## config.mk

```make
export PLATFORM = sky130hd
export DESIGN_NAME = spinor_cmd_seq
export DESIGN_NICKNAME = d
export VERILOG_FILES = /design/src/rtl/spinor_pkg.sv /design/src/rtl/spinor_decode.sv /design/src/rtl/spinor_reply.sv /design/src/rtl/spinor_req.sv /design/src/rtl/spinor_cmd_seq.sv
export SDC_FILE = /design/constraint.sdc
export NUM_CORES = 1
export LEC_CHECK = 0
export BUFFER_PORTS_ARGS = -buffer_cell sky130_fd_sc_hd__buf_2
export CAP_MARGIN = 0
export CORE_MARGIN = 10
export CORE_UTILIZATION = 43
export CTS_CLUSTER_DIAMETER = 100
export CTS_CLUSTER_SIZE = 14
export DETAILED_ROUTE_END_ITERATION = 7
export HOLD_SLACK_MARGIN = 0.1
export PLACE_DENSITY_LB_ADDON = 0.08
export SYNTH_ARGS = -nofsm -noshare
export SYNTH_HDL_FRONTEND = slang
export SYNTH_SLANG_ARGS = --single-unit
export TNS_END_PERCENT = 10
```

## constraint.sdc

```tcl
create_clock -name clk -period 5.1 [get_ports clk]
set_clock_uncertainty 0.2 [all_clocks]
set_input_delay 1.02 -clock clk [delete_from_list [all_inputs] [get_ports clk]]
set_output_delay 1.02 -clock clk [all_outputs]
set_load 0.005 [all_outputs]
```

## src/rtl/spinor_pkg.sv

```systemverilog
package spinor_pkg;

  typedef enum logic [3:0] {
    CLS_NONE, CLS_READ, CLS_PROG, CLS_ERASE, CLS_WEN,
    CLS_WDIS, CLS_RDSR, CLS_WRSR, CLS_RDID, CLS_CHIP
  } op_cls_e;

  typedef enum logic [2:0] {
    ST_IDLE, ST_COLLECT, ST_STREAM, ST_PROGRAM, ST_REPLY
  } seq_st_e;

  typedef enum logic [2:0] {
    RQ_PROG  = 3'd0,
    RQ_ER4K  = 3'd1,
    RQ_ER32K = 3'd2,
    RQ_ERSEC = 3'd3,
    RQ_CHIP  = 3'd4
  } req_kind_e;

endpackage

```

## src/rtl/spinor_decode.sv

```systemverilog
module spinor_decode
  import spinor_pkg::*;
#(
  parameter int CNT_W = 4
) (
  input  logic [7:0]       opcode,
  input  logic [7:0]       mfr,
  output op_cls_e          cls,
  output logic [CNT_W-1:0] nbytes,
  output req_kind_e        ekind
);
  logic short_io;  // manufacturers with the shorter dual/quad-io preamble
  assign short_io = (mfr == 8'hEF) || (mfr == 8'h01);

  always_comb begin
    cls    = CLS_NONE;
    nbytes = '0;
    ekind  = RQ_PROG;
    unique case (opcode)
      8'h03:                   begin cls = CLS_READ; nbytes = CNT_W'(3); end
      8'h0B, 8'h3B, 8'h6B:     begin cls = CLS_READ; nbytes = CNT_W'(4); end
      8'hBB: begin cls = CLS_READ; nbytes = short_io ? CNT_W'(4) : CNT_W'(5); end
      8'hEB: begin cls = CLS_READ; nbytes = short_io ? CNT_W'(6) : CNT_W'(8); end
      8'h02, 8'hA2, 8'h32:     begin cls = CLS_PROG; nbytes = CNT_W'(3); end
      8'h20: begin cls = CLS_ERASE; nbytes = CNT_W'(3); ekind = RQ_ER4K;  end
      8'h52: begin cls = CLS_ERASE; nbytes = CNT_W'(3); ekind = RQ_ER32K; end
      8'hD8: begin cls = CLS_ERASE; nbytes = CNT_W'(3); ekind = RQ_ERSEC; end
      8'h06: cls = CLS_WEN;
      8'h04: cls = CLS_WDIS;
      8'h05: cls = CLS_RDSR;
      8'h01: begin cls = CLS_WRSR; nbytes = CNT_W'(1); end
      8'h9F: cls = CLS_RDID;
      8'hC7: begin cls = CLS_CHIP; ekind = RQ_CHIP; end
      default: cls = CLS_NONE;
    endcase
  end
endmodule

```

## src/rtl/spinor_reply.sv

```systemverilog
module spinor_reply (
  input  logic        is_status,
  input  logic        wel,
  input  logic [2:0]  idx,
  input  logic [7:0]  mfr,
  input  logic [15:0] dev,
  input  logic [15:0] ext,
  output logic [7:0]  byte_out,
  output logic [2:0]  id_len
);
  assign id_len = (ext != 16'h0000) ? 3'd5 : 3'd3;

  always_comb begin
    if (is_status) begin
      byte_out = {6'b0, wel, 1'b0};
    end else begin
      unique case (idx)
        3'd0:    byte_out = mfr;
        3'd1:    byte_out = dev[15:8];
        3'd2:    byte_out = dev[7:0];
        3'd3:    byte_out = ext[15:8];
        3'd4:    byte_out = ext[7:0];
        default: byte_out = 8'h00;
      endcase
    end
  end
endmodule

```

## src/rtl/spinor_req.sv

```systemverilog
module spinor_req
  import spinor_pkg::*;
#(
  parameter int AW = 10
) (
  input  logic          clk,
  input  logic          rst_n,
  input  logic          load,
  input  req_kind_e     ld_kind,
  input  logic [AW-1:0] ld_addr,
  input  logic [7:0]    ld_data,
  input  logic          ready,
  output logic          valid,
  output req_kind_e     kind,
  output logic [AW-1:0] addr,
  output logic [7:0]    data
);
  always_ff @(posedge clk or negedge rst_n) begin
    if (!rst_n) begin
      valid <= 1'b0;
      kind  <= RQ_PROG;
      addr  <= '0;
      data  <= '0;
    end else if (load) begin
      valid <= 1'b1;
      kind  <= ld_kind;
      addr  <= ld_addr;
      data  <= ld_data;
    end else if (ready) begin
      valid <= 1'b0;
    end
  end

  AST_REQ_HOLD: assert property (@(posedge clk) disable iff (!rst_n)
    valid && !ready |=> valid && $stable(kind) && $stable(addr) && $stable(data));
  AST_LOAD_WHEN_FREE: assert property (@(posedge clk) disable iff (!rst_n)
    load |-> !valid);
endmodule

```

## src/rtl/spinor_cmd_seq.sv

```systemverilog
module spinor_cmd_seq
  import spinor_pkg::*;
#(
  parameter int MEM_AW = 10,
  parameter int CNT_W  = 4
) (
  input  logic              clk,
  input  logic              rst_n,
  input  logic              cs_n,
  input  logic              xfer_valid,
  output logic              xfer_ready,
  input  logic [7:0]        xfer_byte,
  output logic              resp_valid,
  output logic [7:0]        resp_byte,
  output logic              mem_rd_en,
  output logic [MEM_AW-1:0] mem_addr,
  input  logic [7:0]        mem_rdata,
  output logic              req_valid,
  input  logic              req_ready,
  output logic [2:0]        req_kind,
  output logic [MEM_AW-1:0] req_addr,
  output logic [7:0]        req_data,
  input  logic [7:0]        cfg_mfr,
  input  logic [15:0]       cfg_dev,
  input  logic [15:0]       cfg_ext
);
  localparam logic [CNT_W-1:0] ADDR_BYTES = CNT_W'(3);

  seq_st_e           st;
  op_cls_e           cur_cls;
  req_kind_e         cur_ekind;
  logic [CNT_W-1:0]  cnt, need;
  logic [MEM_AW-1:0] ptr, ptr_shift;
  logic              wel;
  logic [2:0]        ridx, rlen;
  logic              rstat;
  logic              resp_valid_q, resp_mem_q;
  logic [7:0]        resp_q;
  logic              fire, last_byte;

  op_cls_e           dec_cls;
  logic [CNT_W-1:0]  dec_nbytes;
  req_kind_e         dec_ekind;
  logic [7:0]        rep_byte;
  logic [2:0]        id_len;

  logic              ld;
  req_kind_e         ld_kind, rq_kind;
  logic [MEM_AW-1:0] ld_addr;
  logic [7:0]        ld_data;

  spinor_decode #(.CNT_W(CNT_W)) u_dec (
    .opcode(xfer_byte), .mfr(cfg_mfr),
    .cls(dec_cls), .nbytes(dec_nbytes), .ekind(dec_ekind)
  );

  spinor_reply u_rep (
    .is_status(rstat), .wel(wel), .idx(ridx),
    .mfr(cfg_mfr), .dev(cfg_dev), .ext(cfg_ext),
    .byte_out(rep_byte), .id_len(id_len)
  );

  spinor_req #(.AW(MEM_AW)) u_req (
    .clk(clk), .rst_n(rst_n), .load(ld),
    .ld_kind(ld_kind), .ld_addr(ld_addr), .ld_data(ld_data),
    .ready(req_ready), .valid(req_valid),
    .kind(rq_kind), .addr(req_addr), .data(req_data)
  );
  assign req_kind = rq_kind;

  // Byte intake stalls while the engine has not taken a request.
  assign xfer_ready = !req_valid;
  assign fire       = xfer_valid && xfer_ready && !cs_n;
  // Address bytes shift straight into the array pointer, MSB first.
  assign ptr_shift  = MEM_AW'({ptr, xfer_byte});
  assign last_byte  = (cnt + CNT_W'(1)) == need;

  assign mem_rd_en  = fire && (st == ST_STREAM);
  assign mem_addr   = ptr;
  assign resp_valid = resp_valid_q;
  assign resp_byte  = resp_mem_q ? mem_rdata : resp_q;

  always_comb begin
    ld      = 1'b0;
    ld_kind = RQ_PROG;
    ld_addr = ptr;
    ld_data = 8'h00;
    if (fire && wel) begin
      unique case (st)
        ST_IDLE:
          if (dec_cls == CLS_CHIP) begin
            ld = 1'b1; ld_kind = RQ_CHIP; ld_addr = '0;
          end
        ST_COLLECT:
          if (cur_cls == CLS_ERASE && last_byte) begin
            ld = 1'b1; ld_kind = cur_ekind; ld_addr = ptr_shift;
          end
        ST_PROGRAM: begin
          ld = 1'b1; ld_data = xfer_byte;
        end
        default: ld = 1'b0;
      endcase
    end
  end

  always_ff @(posedge clk or negedge rst_n) begin
    if (!rst_n) begin
      st           <= ST_IDLE;
      cur_cls      <= CLS_NONE;
      cur_ekind    <= RQ_PROG;
      cnt          <= '0;
      need         <= '0;
      ptr          <= '0;
      wel          <= 1'b0;
      ridx         <= '0;
      rlen         <= '0;
      rstat        <= 1'b0;
      resp_valid_q <= 1'b0;
      resp_mem_q   <= 1'b0;
      resp_q       <= '0;
    end else begin
      resp_valid_q <= fire;
      resp_mem_q   <= fire && (st == ST_STREAM);
      resp_q       <= (fire && st == ST_REPLY) ? rep_byte : 8'h00;
      if (cs_n) begin
        st   <= ST_IDLE;
        cnt  <= '0;
        ridx <= '0;
      end else if (fire) begin
        unique case (st)
          ST_IDLE: begin
            cnt       <= '0;
            ridx      <= '0;
            cur_cls   <= dec_cls;
            cur_ekind <= dec_ekind;
            need      <= dec_nbytes;
            unique case (dec_cls)
              CLS_READ, CLS_PROG, CLS_ERASE: st <= ST_COLLECT;
              CLS_WRSR: if (wel) st <= ST_COLLECT;
              CLS_WEN:  wel <= 1'b1;
              CLS_WDIS: wel <= 1'b0;
              CLS_RDSR: begin rstat <= 1'b1; rlen <= 3'd1;   st <= ST_REPLY; end
              CLS_RDID: begin rstat <= 1'b0; rlen <= id_len; st <= ST_REPLY; end
              default: st <= ST_IDLE;
            endcase
          end
          ST_COLLECT: begin
            if (cnt < ADDR_BYTES) ptr <= ptr_shift;
            cnt <= cnt + CNT_W'(1);
            if (last_byte) begin
              unique case (cur_cls)
                CLS_READ: st <= ST_STREAM;
                CLS_PROG: st <= ST_PROGRAM;
                CLS_WRSR: begin wel <= 1'b0; st <= ST_IDLE; end
                default:  st <= ST_IDLE;
              endcase
            end
          end
          ST_STREAM, ST_PROGRAM: ptr <= ptr + MEM_AW'(1);
          ST_REPLY: begin
            if (ridx == rlen - 3'd1) begin
              st   <= ST_IDLE;
              ridx <= '0;
            end else begin
              ridx <= ridx + 3'd1;
            end
          end
          default: st <= ST_IDLE;
        endcase
      end
    end
  end

  AST_DESEL_IDLE: assert property (@(posedge clk) disable iff (!rst_n)
    cs_n |=> st == ST_IDLE);
  AST_QUIET_RESP: assert property (@(posedge clk) disable iff (!rst_n)
    resp_valid && !$past(st == ST_STREAM || st == ST_REPLY) |-> resp_byte == 8'h00);
  AST_REQ_NEEDS_WEL: assert property (@(posedge clk) disable iff (!rst_n)
    $rose(req_valid) |-> $past(wel));
  AST_RD_ADDR_STEP: assert property (@(posedge clk) disable iff (!rst_n)
    mem_rd_en && $past(mem_rd_en) |-> mem_addr == MEM_AW'($past(mem_addr) + 1'b1));
endmodule

```

==> flow_summary.yaml <==
synthesis:
  synth_most_common_cell: "dfrtp_1"
  yosysWarnings: 0
  ys_seq_area_share_pct: 39.3
  synth_area_um2: 4330
  netlist_instances: 472
  synth_cell_type_count: 72
  synthFlopType: "dfrtp_1"
  synth_top_area_cell: "dfrtp_1"
  synth_edf_count: 0
  synth_area_leaders: "dfrtp_1, nand2_1, a21oi_1"
  synth_async_sr_flop_share_pct: 100
  postSynthAreaPerCell_um2: 9.17
  ys_ff_latch: 68
  syn-num-nets: 541
  synth_common_cells: "dfrtp_1, nand2_1, nor2_1"
  netlist.area_leader.share_pct: 39.3
setup_path:
  r2r_slack_ps: 2100
  path_class: "reg -> out"
  crit_arrival_ps: 2140
  cp_data_required_time_ps: 3880
  start_kind: "flip-flop"
  crit_path_max_fanout: 16
  worstSetupEndpointType: "primary output"
timing:
  fin_crit_sh_pct: 65.8
  hold_violations: 0
  tns_ps: 0
  rsz0062_at_grt: "no"
  tightestPinTransition_ps: 1160
  setup_violations: 0
  fin_crit_ps: 3360
  clock.fmax_ghz: 0.298
  drv_slew: 0
  max_slew_margin_pct: 22.8
finish:
  drive_above_1_share_pct: 26.0
  diodes: 0
  nFillCells: 955
  final_nets: 626
  synthToLayoutAreaGrowth_pct: 16.2
  stdcell_area_um2: 5030
power:
  powerDensity_nw_per_um2: 298
  leakagePower_nw: 2.33
  ir_drop_uv: 152
detailed_routing:
  drtIter0Drc: 227
  antenna_left: 0
  viasPerCell: 5.86
  routed_wl_um: 13200
  drcViolationCount: 0
  vias: 4070
  routedWlPerCell_um: 19.0
  drt-pass1-iter-count: 5
floorplanning:
  fp.coreArea_um2: 9770
  fp.dieH_um: 120
  die_w_um: 120
  fp.dieArea_um2: 14500
  start_util_pct: 44.3
  io_pins: 104
  rows: 36
global_routing:
  grt_use_total_pct: 18.2
  grt_max_degree: 46
  gr-total-overflow: 0
  grt_pass1_wl_um: 21400
  antenna_found_initial: 0
  grt_pass1_vias: 3989
clock_network:
  tritoncts: "yes"
  clk_latency_ps: 350
  clk_path_buf_depth: 2
  clk_pin_slew_ps: 80
  post_cts_resized: 0
  cts_hold_buf: 0
  cts-buffers-inserted: 9
  cts_sinks: 68
  post_cts_buffers: 0
  htreeDepth: 3
  root_buffer: "clkbuf_8"
worst_hold_path:
  hold_class: "reg -> reg"
placement:
  routabilityCongestion: 0.860
  post_dp_cell_area_um2: 4870
  io_buffers: 103
  hpwl_um: 10100
outcome:
  run_status: "finished clean"
job:
  maxCapViolations: 0
[logic make-up (layout without fill, tap and decap cells)]
family | count (synthesis) | in the layout | synth area share (%)
flops | 68 | 68 | 39.3
compound gates | 138 | 138 | 21.2
mux | 22 | 22 | 6.36
simple gates | 173 | 173 | 22.4
buf+inv | 51 | 141 | 5.41
xor+xnor | 12 | 12 | 2.98
fa+ha+maj | 8 | 8 | 2.31
[registers in the layout, indices dropped and copies added (netlist names), 4 cells and up]
| signal | count |
|---|---|
| need | 4 |
| u_req.data | 8 |
| mem_addr | 10 |
| cur_cls | 4 |
| resp_q | 8 |
| u_req.addr | 10 |
| cnt | 4 |
[worst max-delay path, stage by stage, from the launching register on]
cell and delay, ps:
dfrtp_1 590, nand2b_1 440, nor4_1 540, buf_2 210
[power breakdown]
| part | switching, W | internal [W] |
|---|---|---|
| Clock | 0.000209 | 0.000176 |
| Sequential | 0.000107 | 0.000622 |
| Combinational | 0.000196 | 0.000188 |
| Total | 0.000513 | 0.000987 |
[per-layer routing]
metal / GRT usage, % / vias up / share of wire (%)
li1: - / 1936 / -
met1: 24.1 / 1998 / 45
met2: 28.9 / 118 / 48
met3: 3.91 / 18 / 5.0
met4: 6.03 / 0 / 1.7
met5: 0 / - / 0
[path summary, 6_finish.rpt]
kind | start | end | cells past startpoint
worst max-delay path | st[1]$_DFFE_PN0P_ | mem_rd_en | 3
worst min-delay path | need[2]$_DFFE_PN0P_ | need[2]$_DFFE_PN0P_ | 2
worst max register to register | cnt[0]$_DFFE_PN0P_ | u_req.addr[9]$_DFFE_PN0P_ | 6
worst min register to register | need[2]$_DFFE_PN0P_ | need[2]$_DFFE_PN0P_ | 2
max in group asynchronous | rst_n | u_req.valid$_DFFE_PN0P_ | 2
min in group asynchronous | rst_n | resp_q[5]$_DFF_PN0_ | 1
[layout by cell type (no fill, tap or decap), types with 6 or more instances in the layout]
cell type	Yosys	routed
a21oi_1	28	28
a22o_1	8	8
a22oi_1	15	15
a31oi_1	15	15
and3_1	6	6
buf_2	6	103
clkbuf_8	0	9
dfrtp_1	68	68
ha_1	8	8
inv_1	19	19
mux2_2	10	10
mux2_4	8	8
nand2_1	40	40
nand3_1	8	8
nand4_1	13	13
nor2_1	32	32
nor2b_1	15	15
nor3_1	11	11
nor4_1	11	11
o21ai_0	25	24
o21ai_1	9	10
[through the flow]
stage | instances | utilization, % | total power [W] | setup WS, ps | hold WS [ps]
after CTS | 695 | 51.5 | 0.00151 | 1740 | 307
after global routing | 695 | 51.5 | 0.00160 | 1650 | 330
after floorplan | 472 | - | 0.000930 | 2240 | 256
after global placement | 679 | 49.8 | 0.00112 | 1610 | 281
after detailed placement | 679 | 49.8 | 0.00113 | 1520 | 290
final | 695 | 51.5 | 0.00150 | 1740 | 304
[final cells by class]
class	count	area, um2	area share (%)
inverter	19	71.3	1.42
tap	133	166	3.31
timing repair buffer	106	538	10.7
multi-input combinational	353	2390	47.6
sequential	68	1700	33.8
clock buffer	12	135	2.69
clock inverter	4	26.3	0.522
No activity file was read; power rests on OpenSTA's default activity.
